File: config.mk
export PLATFORM = sky130hd
export DESIGN_NAME = port_guard
export DESIGN_NICKNAME = d
export VERILOG_FILES = /design/src/rtl/guard_pkg.sv /design/src/rtl/guard_fifo.sv /design/src/rtl/guard_map_table.sv /design/src/rtl/guard_rr_arb.sv /design/src/rtl/port_guard.sv
export SDC_FILE = /design/constraint.sdc
export NUM_CORES = 1
export LEC_CHECK = 0
export ABC_AREA = 1
export BUFFER_PORTS_ARGS = -buffer_cell sky130_fd_sc_hd__buf_2
export CELL_PAD_IN_SITES_DETAIL_PLACEMENT = 1
export CELL_PAD_IN_SITES_GLOBAL_PLACEMENT = 1
export CORE_MARGIN = 5
export CORE_UTILIZATION = 54
export CTS_BUF_LIST = sky130_fd_sc_hd__clkbuf_2 sky130_fd_sc_hd__clkbuf_4 sky130_fd_sc_hd__clkbuf_8
export DETAILED_ROUTE_END_ITERATION = 6
export PLACE_DENSITY_LB_ADDON = 0.1
export SLEW_MARGIN = 20
export SYNTH_ARGS = -nofsm -noshare
export SYNTH_HDL_FRONTEND = slang
export SYNTH_SLANG_ARGS = --single-unit
export TNS_END_PERCENT = 20
File: constraint.sdc
create_clock -name clk -period 5.85 [get_ports clk]
set_clock_uncertainty 0.2 [all_clocks]
set_input_delay 0.2925 -clock clk [delete_from_list [all_inputs] [get_ports clk]]
set_output_delay 0.2925 -clock clk [all_outputs]
set_load 0.01 [all_outputs]
File: src/rtl/guard_pkg.sv
package guard_pkg;
  typedef enum logic {
    ROUTE_USER = 1'b0,
    ROUTE_SYS  = 1'b1
  } route_e;
endpackage

File: src/rtl/guard_fifo.sv
module guard_fifo #(
  parameter int W     = 16,
  parameter int DEPTH = 4
) (
  input  logic         clk,
  input  logic         rst_n,
  input  logic         push,
  input  logic [W-1:0] din,
  output logic         full,
  input  logic         pop,
  output logic         nonempty,
  output logic [W-1:0] dout
);
  localparam int AW = (DEPTH > 1) ? $clog2(DEPTH) : 1;
  localparam int CW = $clog2(DEPTH + 1);

  logic [W-1:0]  mem [DEPTH];
  logic [AW-1:0] wr_q, wr_d, rd_q, rd_d;
  logic [CW-1:0] cnt_q, cnt_d;
  logic          do_push, do_pop;

  assign full     = (cnt_q == CW'(DEPTH));
  assign nonempty = (cnt_q != '0);
  assign dout     = mem[rd_q];
  assign do_push  = push && !full;
  assign do_pop   = pop && nonempty;

  always_comb begin
    wr_d  = wr_q;
    rd_d  = rd_q;
    cnt_d = cnt_q;
    if (do_push) wr_d = (wr_q == AW'(DEPTH - 1)) ? '0 : wr_q + 1'b1;
    if (do_pop)  rd_d = (rd_q == AW'(DEPTH - 1)) ? '0 : rd_q + 1'b1;
    if (do_push && !do_pop)      cnt_d = cnt_q + 1'b1;
    else if (do_pop && !do_push) cnt_d = cnt_q - 1'b1;
  end

  always_ff @(posedge clk or negedge rst_n) begin
    if (!rst_n) begin
      wr_q  <= '0;
      rd_q  <= '0;
      cnt_q <= '0;
    end else begin
      wr_q  <= wr_d;
      rd_q  <= rd_d;
      cnt_q <= cnt_d;
    end
  end

  always_ff @(posedge clk) begin
    if (do_push) mem[wr_q] <= din;
  end

  // the parent must never write a full FIFO
  a_r8_no_overflow: assert property (@(posedge clk) disable iff (!rst_n)
    push |-> !full);
  // popping an empty FIFO leaves it empty
  a_r11_empty_pop_noop: assert property (@(posedge clk) disable iff (!rst_n)
    (pop && !nonempty && !push) |=> !nonempty);
endmodule

File: src/rtl/guard_map_table.sv
module guard_map_table #(
  parameter int TAG_W = 3,
  parameter int CTX_W = 4
) (
  input  logic             clk,
  input  logic             rst_n,
  input  logic             we,
  input  logic [TAG_W-1:0] waddr,
  input  logic             wvalid,
  input  logic [CTX_W-1:0] wctx,
  input  logic [TAG_W-1:0] raddr,
  output logic             rvalid,
  output logic [CTX_W-1:0] rctx
);
  localparam int ENTRIES = 1 << TAG_W;

  logic [ENTRIES-1:0] ent_v_q;
  logic [ENTRIES-1:0] ent_v_d;
  logic [CTX_W-1:0]   ent_ctx [ENTRIES];

  assign rvalid = ent_v_q[raddr];
  assign rctx   = ent_ctx[raddr];

  always_comb begin
    ent_v_d = ent_v_q;
    if (we) ent_v_d[waddr] = wvalid;
  end

  always_ff @(posedge clk or negedge rst_n) begin
    if (!rst_n) ent_v_q <= '0;
    else        ent_v_q <= ent_v_d;
  end

  always_ff @(posedge clk) begin
    if (we) ent_ctx[waddr] <= wctx;
  end

  // a written entry is seen from the next cycle
  a_r9_write_visible: assert property (@(posedge clk) disable iff (!rst_n)
    we |=> (ent_v_q[$past(waddr)] == $past(wvalid)));
endmodule

File: src/rtl/guard_rr_arb.sv
module guard_rr_arb #(
  parameter int N = 2
) (
  input  logic         clk,
  input  logic         rst_n,
  input  logic [N-1:0] req,
  output logic [N-1:0] gnt
);
  localparam int IW = (N > 1) ? $clog2(N) : 1;

  logic [IW-1:0] ptr_q, ptr_d, gidx;
  logic          found;
  int            t;

  always_comb begin
    gnt   = '0;
    gidx  = '0;
    found = 1'b0;
    t     = 0;
    for (int k = 0; k < N; k++) begin
      t = int'(ptr_q) + k;
      if (t >= N) t = t - N;
      if (!found && req[t]) begin
        gnt[t] = 1'b1;
        gidx   = IW'(t);
        found  = 1'b1;
      end
    end
  end

  always_comb begin
    ptr_d = ptr_q;
    if (found) ptr_d = (gidx == IW'(N - 1)) ? '0 : gidx + 1'b1;
  end

  always_ff @(posedge clk or negedge rst_n) begin
    if (!rst_n) ptr_q <= '0;
    else        ptr_q <= ptr_d;
  end

  // last winner, kept for the fairness check only
  logic [N-1:0] last_q;
  always_ff @(posedge clk or negedge rst_n) begin
    if (!rst_n)     last_q <= '0;
    else if (found) last_q <= gnt;
  end

  // one lookup per cycle
  a_r7_single_grant: assert property (@(posedge clk) disable iff (!rst_n)
    $onehot0(gnt));
  // the previous winner yields when another network is waiting
  a_r7_turn_passes: assert property (@(posedge clk) disable iff (!rst_n)
    ((|last_q) && (|(req & ~last_q))) |-> ((gnt & last_q) == '0));
endmodule

File: src/rtl/port_guard.sv
module port_guard
  import guard_pkg::*;
#(
  parameter int NUM_NETS = 2,
  parameter int TAG_W    = 3,
  parameter int CTX_W    = 4,
  parameter int DATA_W   = 16,
  parameter int DEPTH    = 4
) (
  input  logic                       clk,
  input  logic                       rst_n,
  input  logic [CTX_W-1:0]           cur_ctx,
  input  logic                       tbl_we,
  input  logic [TAG_W-1:0]           tbl_addr,
  input  logic                       tbl_valid,
  input  logic [CTX_W-1:0]           tbl_ctx,
  input  logic [NUM_NETS-1:0]        in_valid,
  input  logic [NUM_NETS-1:0]        in_sys,
  input  logic [NUM_NETS*TAG_W-1:0]  in_tag,
  input  logic [NUM_NETS*DATA_W-1:0] in_data,
  output logic [NUM_NETS-1:0]        in_ready,
  output logic [NUM_NETS-1:0]        usr_valid,
  output logic [NUM_NETS*DATA_W-1:0] usr_data,
  input  logic [NUM_NETS-1:0]        usr_pop,
  output logic [NUM_NETS-1:0]        sys_valid,
  output logic [NUM_NETS*DATA_W-1:0] sys_data,
  input  logic [NUM_NETS-1:0]        sys_pop,
  output logic [NUM_NETS-1:0]        irq
);
  logic [NUM_NETS-1:0] gnt;
  logic [TAG_W-1:0]    sel_tag;
  logic                sel_sys;
  logic                ent_valid;
  logic [CTX_W-1:0]    ent_ctx;
  route_e              route;
  logic [NUM_NETS-1:0] usr_full, sys_full, usr_push, sys_push;

  guard_rr_arb #(.N(NUM_NETS)) u_arb (
    .clk(clk), .rst_n(rst_n), .req(in_valid), .gnt(gnt)
  );

  // select the envelope of the network holding the turn
  always_comb begin
    sel_tag = '0;
    sel_sys = 1'b0;
    for (int i = 0; i < NUM_NETS; i++) begin
      if (gnt[i]) begin
        sel_tag = sel_tag | in_tag[i*TAG_W +: TAG_W];
        sel_sys = sel_sys | in_sys[i];
      end
    end
  end

  guard_map_table #(.TAG_W(TAG_W), .CTX_W(CTX_W)) u_table (
    .clk(clk), .rst_n(rst_n),
    .we(tbl_we), .waddr(tbl_addr), .wvalid(tbl_valid), .wctx(tbl_ctx),
    .raddr(sel_tag), .rvalid(ent_valid), .rctx(ent_ctx)
  );

  always_comb begin
    if (!sel_sys && ent_valid && (ent_ctx == cur_ctx)) route = ROUTE_USER;
    else                                               route = ROUTE_SYS;
  end

  for (genvar g = 0; g < NUM_NETS; g++) begin : g_net
    assign usr_push[g] = gnt[g] && (route == ROUTE_USER) && !usr_full[g];
    assign sys_push[g] = gnt[g] && (route == ROUTE_SYS)  && !sys_full[g];
    assign in_ready[g] = usr_push[g] || sys_push[g];

    guard_fifo #(.W(DATA_W), .DEPTH(DEPTH)) u_usr_fifo (
      .clk(clk), .rst_n(rst_n),
      .push(usr_push[g]), .din(in_data[g*DATA_W +: DATA_W]), .full(usr_full[g]),
      .pop(usr_pop[g]), .nonempty(usr_valid[g]), .dout(usr_data[g*DATA_W +: DATA_W])
    );

    guard_fifo #(.W(DATA_W), .DEPTH(DEPTH)) u_sys_fifo (
      .clk(clk), .rst_n(rst_n),
      .push(sys_push[g]), .din(in_data[g*DATA_W +: DATA_W]), .full(sys_full[g]),
      .pop(sys_pop[g]), .nonempty(sys_valid[g]), .dout(sys_data[g*DATA_W +: DATA_W])
    );

    assign irq[g] = sys_valid[g];

    // the interrupt only comes up after a diverted message was stored
    a_r5_irq_cause: assert property (@(posedge clk) disable iff (!rst_n)
      $rose(irq[g]) |-> $past(sys_push[g]));
    // a network is only told ready while it offers a message
    a_r7_ready_needs_valid: assert property (@(posedge clk) disable iff (!rst_n)
      in_ready[g] |-> in_valid[g]);
  end

  // at most one network advances per cycle
  a_r7_one_ready: assert property (@(posedge clk) disable iff (!rst_n)
    $onehot0(in_ready));
endmodule

* Word level (Yosys, flattened, before mapping)
Memories as Yosys holds them, arrays and structs flattened. Cells that the tools add are included.
Cells by class: $add $sub $neg 20, multipliers 0, div/mod/pow operators 0, order comparisons 9, equal/unequal tests 13, shifts and indexed selects 0, muxes and demuxes 55, bitwise logic cells 3, reductions and logical operators 54
Operators by type and width (number):
- $ge 32x1->1 const B | 2
- $lt 32x3->1 const B | 2
- $mux 32 | 2
- $ge 32x3->1 const B | 1
- $sub 32x3->32 const B | 1
- $logic_and 1x1->1 | 30
- $mux 3 | 10
- $mux 1 | 28
- $mux 2 | 10
- $add 2x1->2 const B | 8
- $eq 2x2->1 const B | 8
- $logic_not 1->1 | 14
- $add 3x1->3 const B | 4
- $eq 3x3->1 const B | 4
- $reduce_bool 3->1 | 4
- $sub 3x1->3 const B | 4
- $bwmux 8 | 1
- $lt 3x4->1 const B | 2
- $reduce_bool 2->1 | 4
- $eq 4x4->1 | 1
- $bmux 1 s3 | 1
- $demux 1 s3 | 1
- $ge 3x1->1 const B | 1
- $or 3x3->3 | 1
- other kinds (8) | 10
Word-level totals: flip-flop bits (word level) 37, latch bits 0, RAM bits 288, bits in read-only memories 0, bits of input ports 61, output and inout bits 72, logic and storage cells 173, memories 5
Memories:
- g_net[0].u_sys_fifo.mem | depth 4, bits a word 16, rd ports 1, clocked after memory_dff 0, wr ports 1, RTL line guard_fifo.sv:17 | logic [W-1:0] mem [DEPTH];
- g_net[0].u_usr_fifo.mem | depth 4, bits a word 16, rd ports 1, clocked after memory_dff 0, wr ports 1, RTL line guard_fifo.sv:17
- g_net[1].u_sys_fifo.mem | depth 4, bits a word 16, rd ports 1, clocked after memory_dff 0, wr ports 1, RTL line guard_fifo.sv:17
- g_net[1].u_usr_fifo.mem | depth 4, bits a word 16, rd ports 1, clocked after memory_dff 0, wr ports 1, RTL line guard_fifo.sv:17
- u_table.ent_ctx | depth 8, bits a word 4, rd ports 1, clocked after memory_dff 0, wr ports 1, RTL line guard_map_table.sv:19 | logic [CTX_W-1:0] ent_ctx [ENTRIES];

* Longest topological paths before layout
word-level depth 24, mapped depth 22, depth with buffers taken out 21

* Hierarchy
A second synthesis with hierarchy kept.
Unflattened totals: cells, all modules 1257, area total of the unflattened synthesis 15103.2 um2
By module, submodules not included:
- guard_fifo | times used 4, cells each 246, area an instance 3231.8 um2, sequential area each 2097.0 um2
- guard_map_table | times used 1, cells each 214, area an instance 1883.1 um2, sequential area each 1161.1 um2
- port_guard | times used 1, cells each 48, area an instance 229.0 um2, sequential area each 0.0 um2
- guard_rr_arb | times used 1, cells each 11, area an instance 63.8 um2, sequential area each 25.0 um2

* Worst setup path before layout
Ideal clock, no wire load.
kind register to register, start register (tool-made name), end memory g_net[0].u_usr_fifo.mem[0][0], enable pin, setup time 0.389 ns, arrival 2.395 ns, data required time 5.261 ns, slack 2.866 ns, cell stages (with the launch flop) 14, buffers on the path 2, period minus slack after synthesis 2.984 ns, path through dfrtp_1 > nand2_2 > nand3_1 > buf_6 > buf_6 > nand3_1 > nand3_1 > nand3_2 > nand2_1 > nand2_1 > nand3b_1 > nor2_4 > nand3_4 > nor2_1
RTL lines (RTL line):
- end: declaration | guard_fifo.sv:17

==> flow_summary.yaml <==
worst_setup_path:
  crit_cells: 17
  crit_family: "simple AND/OR/NAND/NOR gates"
  end_kind: "register"
  path_common_cell: "nand3_1"
  cp_max_fo: 21
  crit_path_top_delay_cell: "nand3_1"
  cp.buffers_inverters: 2
  path_class: "register to register"
  rr_worst_depth: 17
  required_ns: 6.10
  rr_endpoint: "g_net[0].u_usr_fifo.cnt_q[2]"
  cp.arrival_ns: 4.47
  reg2reg_slack_ns: 1.62
  crit_chain: "nand2_2, nand3_1, nand2_2, nand2_1, nand3_1, nand3_1, nand3_1, nand3_2, nor2_4, nand3_4, inv_1, ha_1, inv_1, fa_1, a21oi_1, o21ai_0, xor2_1"
  startpoint_type: "register"
  crit_end: "g_net[0].u_usr_fifo.cnt_q[2]"
  slowest_delay_ns: 0.63
route:
  drtAntennaViolNets: 0
  num_vias: 9125
  routed_wl_mm: 36.6
  drt-initial-drc-count: 651
  drc: 0
  viasPerCell: 5.66
  wl_per_cell_um: 22.7
  dr.pass1.iters: 4
flow_run:
  maxCapViolCount: 0
placement:
  dp.cells: 1476
  place_area_sq_mm: 0.0143
  routabilityCongestion: 0.778
  dp_slack_ns: 1.67
  numPortBuffers: 132
  dpl.hpwl_mm: 21.8
logic_synthesis:
  mappedNetlistArea_sq_mm: 0.0133
  synth_edf_count: 288
  avgSynthCellArea_sq_um: 12.7
  syn-instance-count: 1052
  yosysTopAreaCell: "edfxtp_1"
  synth_warnings: 0
  synth_area_leaders: "edfxtp_1 (65%), dfrtp_1 (6.9%), o21ai_0 (5.2%)"
  synth_top_area_share_pct: 64.9
  ys_ff_latch: 325
  synth.cells.most_frequent: "edfxtp_1 (288), nor2_1 (180), o21ai_0 (139), inv_1 (77), nand2_1 (76)"
  synth-main-ff-cell: "edfxtp_1"
  synth.most_common_cell: "edfxtp_1"
  async_flop_share_pct: 11.4
  ys_types: 35
  synthesis.nets: 1141
  seq_area_frac_synth_pct: 71.9
sta:
  min_period_over_period_pct: 72.3
  slew_violations: 0
  setup-tns-final_ns: 0
  hold_viol_final: 0
  setup_viol: 0
  setup_ws_ns: 1.62
  max_freq_mhz: 236
  fin_crit_ns: 4.23
  rsz0062_at_grt: "no"
  slew_headroom_pct: 32.7
  worstMarginPinSlew_ns: 1.01
status:
  outcome: "complete, no violations"
cts:
  insertion_delay_ns: 0.58
  clk_pin_slew_ns: 0.06
  clockBufferDepth: 3
  cts_tree: "built"
  cts_buffers: 52
  htree_num_levels: 2
  cts-root-buf: "clkbuf_8"
  cts.sinks: 325
die:
  die_w_um: 167
  io_pins: 133
  rows: 57
  start_util_pct: 54.8
  die_area_sq_mm: 0.0279
  die_y_um: 167
  coreArea_sq_mm: 0.0243
grt:
  grt_pass1_wl_mm: 56.8
  antenna_found_initial: 0
  grt_use_total_pct: 25.9
  grt_pass1_vias: 9994
  grt_overflow: 0
  grt_max_degree: 38
cells_and_area:
  layout.nets: 1338
  fin_util_pct: 64.5
  drive_gt1_share_pct: 20.5
  n_antenna_cell: 0
  final_area_sq_mm: 0.0157
  area_growth_pct: 17.8
  instances_no_fill: 1611
pwr:
  p_leak_uw: 0.00596
  vdd_drop_max_mv: 0.209
  power.density_mw_per_mm2: 467
min_path:
  min-delay-path-class: "input port to register"
==> layout make-up <==
type,instances,area (sq um)
Clock inverter,9,47.5
Fill cell,2444,8620
Clock buffer,83,961
Timing Repair Buffer,189,1200
Tap cell,324,405
Multi-Input combinational cell,603,3200
Sequential cell,325,9580
Inverter,78,307
==> through the flow <==
stage	total power, uW	hold slack, ns
finish	7330	0.0420
global route	7740	0.0323
CTS	7290	0.0176
detailed placement	5340	0.298
global placement	5210	0.299
floorplan	4440	-0.203
==> cell families (layout without fill, tap and decap cells) <==
family                     Yosys count  count (layout)  synth area share [%]
and+or+nand+nor                    342             342                  11.4
DFF                                325             325                  71.9
AOI/OAI and AO/OA                  222             222                  9.03
buffers and inverters              124             359                  4.13
adders and majority gates           28              28                  2.85
xor gates and xnor gates             9               9                 0.592
muxes                                2               2                 0.169
==> flip-flops by register name (all words and copies together), names as in the netlist, 6 cells and up, named ones only <==
| name | flops |
|---|---|
| g_net.u_sys_fifo.cnt_q | 6 |
| u_table.ent_ctx | 32 |
| u_table.ent_v_q | 8 |
| g_net.u_usr_fifo.mem | 128 |
| g_net.u_usr_fifo.cnt_q | 6 |
| g_net.u_sys_fifo.mem | 128 |
==> worst register-to-register path: stages (launching register included) <==
cell and delay (ns):
dfrtp_1 0.41, nand2_2 0.13, nand3_1 0.63, nand2_2 0.62, nand2_1 0.12, nand3_1 0.09
nand3_1 0.10, nand3_1 0.14, nand3_2 0.11, nor2_4 0.25, nand3_4 0.18, inv_1 0.10
ha_1 0.14, inv_1 0.07, fa_1 0.40, a21oi_1 0.15, o21ai_0 0.11, xor2_1 0.15
==> layer usage <==
metal	up-vias	GRT usage, %	routed length, um	share of wire (%)
met5	-	0	0	0
met4	0	6.26	617	1.7
met3	54	4.57	1940	5.3
met2	280	45.7	19100	52
met1	4644	33.7	14900	41
li1	4147	-	-	-
==> power by group <==
group | switching, uW | internal (uW) | total, uW
registers | 353 | 2820 | 3180
clock network | 889 | 1040 | 1930
logic | 1450 | 775 | 2230
total | 2700 | 4630 | 7330
==> timing repair <==
item                                    4_1_cts  5_1_grt
hold buffers                                 43        0
endpoints found under the hold margin       342        0
endpoints found under the setup margin        0        0
setup buffers                                 0        0
gates resized for setup                       0        0
==> cell usage in the layout, fill, tap and decap left out, types with 29 or more instances in the layout <==
cell type and instances:
clkbuf_8 54, buf_2 132, nand3_1 57, o22ai_1 64, edfxtp_1 288, nand2_1 76
dfrtp_1 33, inv_1 77, nor2_1 180, clkbuf_4 29, o21ai_0 139, dlygate4sd3_1 43
==> worst min path at each step <==
stage | start | endpoint | slack (ns) | depth (start not counted)
finish | tbl_addr[2] | u_table.ent_ctx[6][1] | 0.04 | 3
global route | tbl_addr[2] | u_table.ent_ctx[6][3] | 0.03 | 3
CTS | tbl_addr[2] | u_table.ent_ctx[0][3] | 0.02 | 4
detailed placement | rst_n | g_net[0].u_sys_fifo.cnt_q[0] | 0.30 | 1
global placement | rst_n | g_net[0].u_sys_fifo.cnt_q[0] | 0.30 | 1
floorplan | rst_n | async pin | -0.20 | 0
Power figures use the tool's default switching activity.
